==> config.mk <==
export PLATFORM = sky130hd
export DESIGN_NAME = etx_formatter
export DESIGN_NICKNAME = d
export VERILOG_FILES = /design/src/rtl/etx_pkg.sv /design/src/rtl/etx_crc32.sv /design/src/rtl/etx_start_gate.sv /design/src/rtl/etx_mode_reg.sv /design/src/rtl/etx_formatter.sv
export SDC_FILE = /design/constraint.sdc
export NUM_CORES = 1
export LEC_CHECK = 0
export BUFFER_PORTS_ARGS = -buffer_cell sky130_fd_sc_hd__buf_2
export CAP_MARGIN = 0
export CORE_ASPECT_RATIO = 1.25
export CORE_UTILIZATION = 63
export CTS_BUF_LIST = sky130_fd_sc_hd__clkbuf_2 sky130_fd_sc_hd__clkbuf_4 sky130_fd_sc_hd__clkbuf_8
export CTS_CLUSTER_SIZE = 40
export DETAILED_ROUTE_END_ITERATION = 8
export PLACE_DENSITY = 0.83
export SYNTH_ARGS = -nofsm -noshare
export SYNTH_HDL_FRONTEND = slang
export SYNTH_SLANG_ARGS = --single-unit
==> constraint.sdc <==
create_clock -name clk -period 2.5 [get_ports clk]
set_input_delay 0.25 -clock clk [delete_from_list [all_inputs] [get_ports clk]]
set_output_delay 0.25 -clock clk [all_outputs]
set_load 0.02 [all_outputs]
==> src/rtl/etx_pkg.sv <==
// Shared types, byte constants and the CRC-32 byte step of the transmit formatter.
package etx_pkg;

    typedef enum logic [2:0] {
        ST_IDLE,
        ST_PRE,
        ST_DATA,
        ST_PAD,
        ST_FCS
    } etx_state_e;

    typedef struct packed {
        logic no_pre;
        logic no_pad;
        logic no_fcs;
        logic mii;
    } etx_mode_t;

    localparam logic [7:0] PRE_BYTE = 8'h55;
    localparam logic [7:0] SFD_BYTE = 8'hD5;
    localparam logic [7:0] PAD_MII  = 8'h55;
    localparam logic [7:0] PAD_SER  = 8'h00;
    localparam logic [31:0] CRC_REFL_POLY = 32'hEDB88320;

    // One byte of the reflected CRC-32 (LSB-first form of 0x04C11DB7).
    function automatic logic [31:0] crc_step(input logic [31:0] c, input logic [7:0] d);
        logic [31:0] r;
        logic        fb;
        r = c;
        for (int i = 0; i < 8; i++) begin
            fb = r[0] ^ d[i];
            r  = r >> 1;
            if (fb) r = r ^ CRC_REFL_POLY;
        end
        return r;
    endfunction

endpackage

==> src/rtl/etx_crc32.sv <==
// CRC-32 accumulator.
// Presets to all ones on init and folds in one byte per enabled cycle.
// Assumes init and en are never asserted together.
module etx_crc32 (
    input  logic        clk,
    input  logic        rst_n,
    input  logic        init,
    input  logic        en,
    input  logic [7:0]  d,
    output logic [31:0] crc
);
    import etx_pkg::*;

    // Running remainder register.
    always_ff @(posedge clk) begin
        if (!rst_n || init) crc <= '1;
        else if (en)        crc <= crc_step(crc, d);
    end
endmodule

==> src/rtl/etx_start_gate.sv <==
// Start permission.
// Full duplex is the OR of the pin and the software bit. Half duplex defers to carrier sense.
// Assumes crs is already synchronised to clk.
module etx_start_gate (
    input  logic fd_pin,
    input  logic fd_sw,
    input  logic crs,
    output logic fd,
    output logic can_start
);
    // Duplex resolution and deferral decision.
    always_comb begin
        fd        = fd_pin | fd_sw;
        can_start = fd | ~crs;
    end
endmodule

==> src/rtl/etx_mode_reg.sv <==
// Per-frame mode capture.
// Loads the control bits at frame start and holds them while the frame is busy.
// Assumes load is asserted only when the formatter is idle.
module etx_mode_reg (
    input  logic               clk,
    input  logic               rst_n,
    input  logic               load,
    input  logic               busy,
    input  etx_pkg::etx_mode_t d,
    output etx_pkg::etx_mode_t q
);
    // Capture register.
    always_ff @(posedge clk) begin
        if (!rst_n)    q <= '0;
        else if (load) q <= d;
    end

    AST_MODE_HELD: assert property (@(posedge clk) disable iff (!rst_n)
        busy |=> $stable(q));
endmodule

==> src/rtl/etx_formatter.sv <==
// Ethernet transmit frame formatter.
// Adds the preamble, pads short frames and appends the FCS around a payload byte stream.
// Assumes the downstream side accepts one byte every cycle.
// A payload gap while valid is low produces an output gap.
module etx_formatter #(
    parameter int MIN_LEN = 60,
    parameter int PRE_LEN = 7,
    parameter int FCS_LEN = 4
) (
    input  logic       clk,
    input  logic       rst_n,
    input  logic [7:0] s_data,
    input  logic       s_valid,
    input  logic       s_last,
    output logic       s_ready,
    input  logic       cfg_no_pre,
    input  logic       cfg_no_pad,
    input  logic       cfg_no_fcs,
    input  logic       cfg_mii,
    input  logic       cfg_fd_sw,
    input  logic       fd_pin,
    input  logic       crs,
    output logic [7:0] m_data,
    output logic       m_valid,
    output logic       m_sof,
    output logic       m_eof
);
    import etx_pkg::*;

    localparam int CNT_W = $clog2(MIN_LEN + 1);
    localparam int SUB_W = $clog2(PRE_LEN + FCS_LEN + 1);
    localparam logic [CNT_W-1:0] CNT_MIN  = CNT_W'(MIN_LEN);
    localparam logic [CNT_W-1:0] CNT_LAST = CNT_W'(MIN_LEN - 1);
    localparam logic [SUB_W-1:0] SUB_SFD  = SUB_W'(PRE_LEN);
    localparam logic [SUB_W-1:0] SUB_FCS  = SUB_W'(FCS_LEN - 1);

    etx_state_e       st_q, st_d;
    logic [CNT_W-1:0] cnt_q, cnt_d;
    logic [SUB_W-1:0] sub_q, sub_d;
    logic             fd, can_start, start;
    etx_mode_t        mode_in, mode_q;
    logic [31:0]      crc, fcs_word;
    logic             crc_en;
    logic [7:0]       crc_byte, pad_byte;
    logic [7:0]       od;
    logic             ov, osof, oeof;

    etx_start_gate u_gate (
        .fd_pin    (fd_pin),
        .fd_sw     (cfg_fd_sw),
        .crs       (crs),
        .fd        (fd),
        .can_start (can_start)
    );

    etx_mode_reg u_mode (
        .clk   (clk),
        .rst_n (rst_n),
        .load  (start),
        .busy  (st_q != ST_IDLE),
        .d     (mode_in),
        .q     (mode_q)
    );

    etx_crc32 u_crc (
        .clk   (clk),
        .rst_n (rst_n),
        .init  (start),
        .en    (crc_en),
        .d     (crc_byte),
        .crc   (crc)
    );

    // Frame start qualification and the derived per-frame values.
    always_comb begin
        mode_in  = '{no_pre: cfg_no_pre, no_pad: cfg_no_pad, no_fcs: cfg_no_fcs, mii: cfg_mii};
        start    = (st_q == ST_IDLE) && s_valid && can_start;
        s_ready  = (st_q == ST_DATA);
        pad_byte = mode_q.mii ? PAD_MII : PAD_SER;
        fcs_word = ~crc;
    end

    // Next-state, counters and the byte to emit this cycle.
    always_comb begin
        st_d     = st_q;
        cnt_d    = cnt_q;
        sub_d    = sub_q;
        ov       = 1'b0;
        od       = 8'h00;
        osof     = 1'b0;
        oeof     = 1'b0;
        crc_en   = 1'b0;
        crc_byte = 8'h00;
        unique case (st_q)
            ST_IDLE: begin
                if (start) begin
                    cnt_d = '0;
                    sub_d = '0;
                    st_d  = cfg_no_pre ? ST_DATA : ST_PRE;
                end
            end
            ST_PRE: begin
                ov   = 1'b1;
                od   = (sub_q == SUB_SFD) ? SFD_BYTE : PRE_BYTE;
                osof = (sub_q == '0);
                if (sub_q == SUB_SFD) begin
                    st_d  = ST_DATA;
                    sub_d = '0;
                end else begin
                    sub_d = sub_q + 1'b1;
                end
            end
            ST_DATA: begin
                if (s_valid) begin
                    ov       = 1'b1;
                    od       = s_data;
                    osof     = mode_q.no_pre && (cnt_q == '0);
                    crc_en   = 1'b1;
                    crc_byte = s_data;
                    cnt_d    = (cnt_q == CNT_MIN) ? cnt_q : cnt_q + 1'b1;
                    if (s_last) begin
                        if (!mode_q.no_pad && (cnt_q < CNT_LAST)) begin
                            st_d = ST_PAD;
                        end else if (!mode_q.no_fcs) begin
                            st_d  = ST_FCS;
                            sub_d = '0;
                        end else begin
                            oeof = 1'b1;
                            st_d = ST_IDLE;
                        end
                    end
                end
            end
            ST_PAD: begin
                ov       = 1'b1;
                od       = pad_byte;
                crc_en   = 1'b1;
                crc_byte = pad_byte;
                cnt_d    = cnt_q + 1'b1;
                if (cnt_q == CNT_LAST) begin
                    if (!mode_q.no_fcs) begin
                        st_d  = ST_FCS;
                        sub_d = '0;
                    end else begin
                        oeof = 1'b1;
                        st_d = ST_IDLE;
                    end
                end
            end
            ST_FCS: begin
                ov = 1'b1;
                od = fcs_word[8*sub_q[1:0] +: 8];
                if (sub_q == SUB_FCS) begin
                    oeof = 1'b1;
                    st_d = ST_IDLE;
                end else begin
                    sub_d = sub_q + 1'b1;
                end
            end
            default: st_d = ST_IDLE;
        endcase
    end

    // State, counters and registered output stream.
    always_ff @(posedge clk) begin
        if (!rst_n) begin
            st_q    <= ST_IDLE;
            cnt_q   <= '0;
            sub_q   <= '0;
            m_data  <= 8'h00;
            m_valid <= 1'b0;
            m_sof   <= 1'b0;
            m_eof   <= 1'b0;
        end else begin
            st_q    <= st_d;
            cnt_q   <= cnt_d;
            sub_q   <= sub_d;
            m_data  <= od;
            m_valid <= ov;
            m_sof   <= osof;
            m_eof   <= oeof;
        end
    end

    AST_HD_DEFER: assert property (@(posedge clk) disable iff (!rst_n)
        start |-> (fd_pin || cfg_fd_sw || !crs));
    AST_NO_PRE_STATE: assert property (@(posedge clk) disable iff (!rst_n)
        (st_q == ST_PRE) |-> !mode_q.no_pre);
    AST_NO_FCS_STATE: assert property (@(posedge clk) disable iff (!rst_n)
        (st_q == ST_FCS) |-> !mode_q.no_fcs);
    AST_PAD_MIN: assert property (@(posedge clk) disable iff (!rst_n)
        (st_q == ST_FCS && !mode_q.no_pad) |-> (cnt_q == CNT_MIN));
    AST_EOF_VALID: assert property (@(posedge clk) disable iff (!rst_n)
        (m_eof || m_sof) |-> m_valid);
endmodule

Word level (Yosys, flattened, before mapping). Index checks and enable logic that the tools add are counted.

Input port bits: 19. Logic and storage cells: 131. Output and inout port bits: 12. Flip-flop bits (word level): 60.

Shift operators: 1. Bitwise gates (word level): 20. Reduce and logical (&&, ||, !) cells: 16. Eq/ne operators: 17. Magnitude comparators: 1. $add $sub $neg: 2. Mux-type cells: 62.

Operators with widths (number): $mux 32 (22); $not 13->14 (8); $mux 4 (8); $not 32->32 (1); $pmux 8 s4 (1); $shiftx 32x6->8 (1); $mux 3 (8); $pmux 4 s5 (1); $mux 6 (3); $pmux 6 s3 (1); $mux 8 (2); $ne 2x2->1 const B (8); $pmux 8 s2 (1); $pmux 3 s5 (1); $eq 6x6->1 const B (2); $mux 1 (8); $xor 1x1->1 (8); $mux 7 (1); $reduce_and 7->1 (1); $add 6x1->6 const B (1); $eq 3x2->1 const B (2); $logic_not 6->1 (1); $lt 6x6->1 const B (1); $pmux 1 s2 (3); other kinds (20) (25).

Depth between registers and ports, before layout.
Depth in word-level cells: 32. Depth in mapped cells: 8. Gate-level depth less buffers: 7.

Cells and area by module. Synthesis repeated with hierarchy kept, for this count alone.

Cell total of the unflattened synthesis: 414. Area, all modules: 3756.1 um2.

Modules (own cells, without submodules): etx_crc32 (area an instance 1833.0 um2, times used 1, sequential area each 640.6 um2, cells an instance 196); etx_formatter (area an instance 1751.7 um2, times used 1, sequential area each 480.5 um2, cells an instance 203); etx_mode_reg (area an instance 156.4 um2, times used 1, sequential area each 80.1 um2, cells an instance 13); etx_start_gate (area an instance 15.0 um2, times used 1, sequential area each 0.0 um2, cells an instance 2).

Least setup slack after synthesis. OpenSTA, ideal clock, no wires.

Kind: register to register. From: register st_q[0]. To: register u_crc.crc[24]. Cell stages (with the launch flop): 8. Slack: 0.353 ns. Required time: 2.431 ns. Setup time: 0.069 ns. Path buffers: 1. Data arrival time: 2.077 ns. Clock period less this slack: 2.147 ns. Cells stage by stage: dfxtp_1 -> and4bb_1 -> buf_6 -> and2_4 -> xnor2_4 -> xnor3_2 -> xnor3_1 -> o21ai_1.

Cells in the longest elaborated chain, start to end: 30. Elaborated cells between the ends (all ways): 41. Those cells by class: eq/ne: 2; mux: 24; bitwise: 11; reduce/logical: 4.

RTL lines: from (decl) (RTL line etx_formatter.sv:37) `etx_state_e st_q, st_d;`; from (signal assigned) (RTL line etx_formatter.sv:175) `st_q <= st_d;`; $eq 3x2->1 (RTL line etx_formatter.sv:94) `unique case (st_q)`; $pmux 8 s2 (RTL line etx_formatter.sv:94); $xor 1x1->1 (RTL line etx_pkg.sv:31) `fb = r[0] ^ d[i];`; $mux 32 (RTL line etx_pkg.sv:33) `if (fb) r = r ^ CRC_REFL_POLY;`; $mux 32 (RTL line etx_crc32.sv:17) `else if (en) crc <= crc_step(crc, d);`; $mux 32 (RTL line etx_crc32.sv:16) `if (!rst_n || init) crc <= '1;`; $not 13->14 (no line); $mux 32 (RTL line etx_pkg.sv:33); (+14 left out); $mux 32 (RTL line etx_pkg.sv:33); $mux 32 (RTL line etx_crc32.sv:17); $mux 32 (RTL line etx_crc32.sv:16); $mux 32 (RTL line etx_pkg.sv:33); $mux 32 (RTL line etx_crc32.sv:17); $mux 32 (RTL line etx_crc32.sv:16); $not 13->14 (no line); $mux 32 (RTL line etx_pkg.sv:33); to (signal assigned) (RTL line etx_crc32.sv:17); to (decl) (RTL line etx_crc32.sv:10) `output logic [31:0] crc`.

Parallel ways exist; a longest one is shown, timed or not. The select of a mux whose other input is x is not followed. A chain may end at the register's enable or synchronous reset.

Worst setup path in the final report.
From: register st_q[2]. To: register u_crc.crc[20].

Cells in the longest elaborated chain, start to end: 30. Elaborated cells between the ends (all ways): 41. Those cells by class: eq/ne: 2; mux: 24; bitwise: 11; reduce/logical: 4.

RTL lines (RTL line): $eq 3x2->1 (etx_formatter.sv:94); $pmux 8 s2 (etx_formatter.sv:94); $xor 1x1->1 (etx_pkg.sv:31); $mux 32 (etx_pkg.sv:33); $mux 32 (etx_crc32.sv:17); $mux 32 (etx_crc32.sv:16); $not 13->14 (no line); $mux 32 (etx_pkg.sv:33); (+14 left out); $mux 32 (etx_crc32.sv:17); $mux 32 (etx_crc32.sv:16); $not 13->14 (no line); $mux 32 (etx_pkg.sv:33); $mux 32 (etx_crc32.sv:17); $mux 32 (etx_crc32.sv:16); $not 13->14 (no line); $mux 32 (etx_pkg.sv:33).

Parallel ways exist; a longest one is shown, timed or not. The select of a mux whose other input is x is not followed.

==> metrics.txt <==
First-pass DRT Iterations=5; total power consumption of the routed design=3.135 mW; net count reported at finish=479; number of max-capacitance violations reported=0; fraction of layout instances using a drive strength above 1=20.61%; leakage component of the power=1.922 nW; Gate Count Post-Synth=416; starting density of the core=64.91%; clock edge transition at the registers on the reported setup and hold paths=0.07 ns; level count of the clock H-tree=3; DRC=0; most common cell after layout, fill and taps aside=dfxtp_1; Critical R2R Launch=st_q[2]$_SDFFE_PN0P_; final hold vios=0; row count=32; TritonCTS clock tree=built; count of pins over their slew limit=0; Layout Area Growth over Synthesis=13.22%; clock buffers created by TritonCTS=9; fmax=435.3 MHz; clock insertion delay at the later pin of the skew report=0.35 ns; GR Util All Layers=32.06%; period utilisation layout=91.88%; peak-usage layer in the global routing report=met2; Worst R2R End=u_crc.crc[20]$_SDFFE_PP1P_; Synthesized Nets=439; run status=completed; average via count per standard cell=6.108; Relative slew margins=47.25%; vias in the first global route=3305; commonest non-fill, non-tap cells in the layout=60 x dfxtp_1, 39 x nor2_1, 32 x nand2_1, 32 x xnor2_1, 30 x buf_2; global-route met3 utilization=7.547%; Avg Synthesized Cell Area=9.622 µm²; commonest register cell after synthesis=dfxtp_1; maximum number of pins on one net before global-route repair=24; CP required=2.78 ns; Placer Congestion=0.9302; Cell Area, Synth=4003 µm²; Max Fanout on Critical Path=9; buffer depth of the longest clock path=2; die boundary height=91.12 µm; final antenna-violating net count=0; crit path kind=reg -> reg; Top Ports=31; final clock skew=0.006209 ns; DP HPWL=7160 µm; maximum resistive drop on vdd=382.2 µV; global route total overflow=0; antenna diode count=0; class of the tightest hold or removal check=in -> reg; overall die area=6678 µm²; Sum Neg Setup Slack=0 ns; Distinct cells, synth=65; number of buffer cells added on primary ports=30; transition time at the pin with the least slew margin=0.7874 ns; first-pass GRT wire length=15900 µm; core footprint=6166 µm²; Total Routed Length=9624 µm; die outline width=73.29 µm; startpoint of the worst hold path=cfg_mii; global routing usage on met2=55.09%; Critical Path AT=2.58 ns; Util after Layout=73.50%; clock sink count=60; Root Buffer Master=clkbuf_8; total setup buffers inserted after CTS=0; vias=3335; share of flip-flops with an asynchronous set or reset after synthesis=0%; global-route track usage on met1=35.67%; Yosys Warn Count=0; antenna violations before repair=0; final critical delay including setup and external delays=2.297 ns; total power per unit cell area=691.7 nW/µm²; hold-fix buffers at CTS=0; count of cells along the worst hold path=3; kind of start point of the critical path=register; number of inserted filler cells in the final layout=459; number of synthesized flops with an enable pin=0; number of cells upsized or downsized after cts=0; final-report setup violation count=0; Crit. End Element=register; starting DRC count in detailed routing=247; sequential fraction of the synthesis area=30.01%; number of synthesized register bits=60; hold-critical path endpoint=u_mode.q[0]$_SDFFE_PN0P_; unrepaired setup endpoints after global routing=no; detailed-route wire length per cell=17.63 µm; Min Hold Slack=0.1563 ns; r2r worst-path depth=6; flop2flop setup slack=0.20 ns
==> kinds of logic after synthesis <==
group	Yosys count	synth area share, %
XOR/XNOR	76	26.35
AO/OA/AOI/OAI	91	15.38
buffers and inverters	34	3.501
flip-flops	60	30.01
multiplexers	15	6.252
AND/OR/NAND/NOR	136	17.26
adder cells (fa/ha/maj)	4	1.250
==> registers in the layout (all words and copies together), names as in the netlist <==
signal	count
cnt_q	6
m_data	8
m_eof	1
m_sof	1
m_valid	1
st_q	3
sub_q	4
u_crc.crc	32
u_mode.q	4
==> power breakdown <==
part	total, mW	internal (mW)	switching, mW
registers	1.08	1.02	0.0604
clock network	0.911	0.522	0.389
logic	1.14	0.584	0.560
total	3.13	2.13	1.01
==> synth_stat cells (3+ instances only) <==
master	n	share of area, %
mux4_2	8	4.5
a21oi_1	22	2.8
o22ai_1	5	0.78
inv_1	10	0.94
nand3b_1	5	0.94
xnor2_2	4	1.6
o21ai_1	3	0.38
nor4_1	3	0.47
clkbuf_1	15	1.4
nor3_1	15	1.9
ha_1	4	1.3
buf_2	4	0.50
nor2b_1	7	1.1
o21ai_0	10	1.3
dfxtp_1	60	30
xnor2_1	32	7.0
nor3b_1	3	0.56
and2_1	4	0.63
nor2_1	39	3.7
a211oi_1	4	0.75
nand2b_1	4	0.63
xnor3_1	19	11
nand3_1	6	0.75
buf_1	3	0.28
nand2_1	32	3.0
o211ai_1	19	3.6
o21a_1	4	0.75
a31oi_1	7	1.1
mux2i_1	7	1.8
xor2_1	14	3.1
and3_1	3	0.47
==> critical path, cell delays in order, from the launching register on <==
cell and delay [ns]:
dfxtp_1 0.38, nand2b_1 0.29, a21oi_1 0.12, xnor2_2 0.63, xnor2_1 0.28, xnor3_1 0.39, a21oi_1 0.13
==> layout make-up <==
type	instances	area (µm²)	area share, %
multi-input cells	322	2661	58.72
clock inverters	4	47.55	1.049
inverters	11	41.29	0.9111
flip-flops and latches	60	1201	26.50
well taps	85	106.4	2.347
repair buffers	52	315.3	6.957
clock buffers	12	158.9	3.506
==> through the flow <==
stage	setup slack, ns	instances	area [µm²]
after floorplan	0.3533	416	4003
after global placement	0.2384	530	4325
after detailed placement	0.1969	530	4325
after CTS	0.1910	546	4532
after global routing	0.03420	546	4532
final	0.2030	546	4532
==> metal layers <==
metal / part of all wire, % / up-vias
met3: 6.2 / 36
met4: 4.1 / 0
li1: - / 1569
met5: 0 / -
met1: 37 / 1585
met2: 52 / 145
==> worst max path at each step <==
stage	end	from	slack, ns
global placement	u_crc.crc[24]$_SDFFE_PP1P_	s_valid	0.24
global route	u_crc.crc[20]$_SDFFE_PP1P_	st_q[2]$_SDFFE_PN0P_	0.03
CTS	u_crc.crc[20]$_SDFFE_PP1P_	st_q[2]$_SDFFE_PN0P_	0.19
finish	u_crc.crc[20]$_SDFFE_PP1P_	st_q[2]$_SDFFE_PN0P_	0.20
floorplan	u_crc.crc[24]$_SDFFE_PP1P_	st_q[0]$_SDFFE_PN0P_	0.35
detailed placement	u_crc.crc[24]$_SDFFE_PP1P_	s_valid	0.20
No activity file was read; power rests on OpenSTA's default activity.
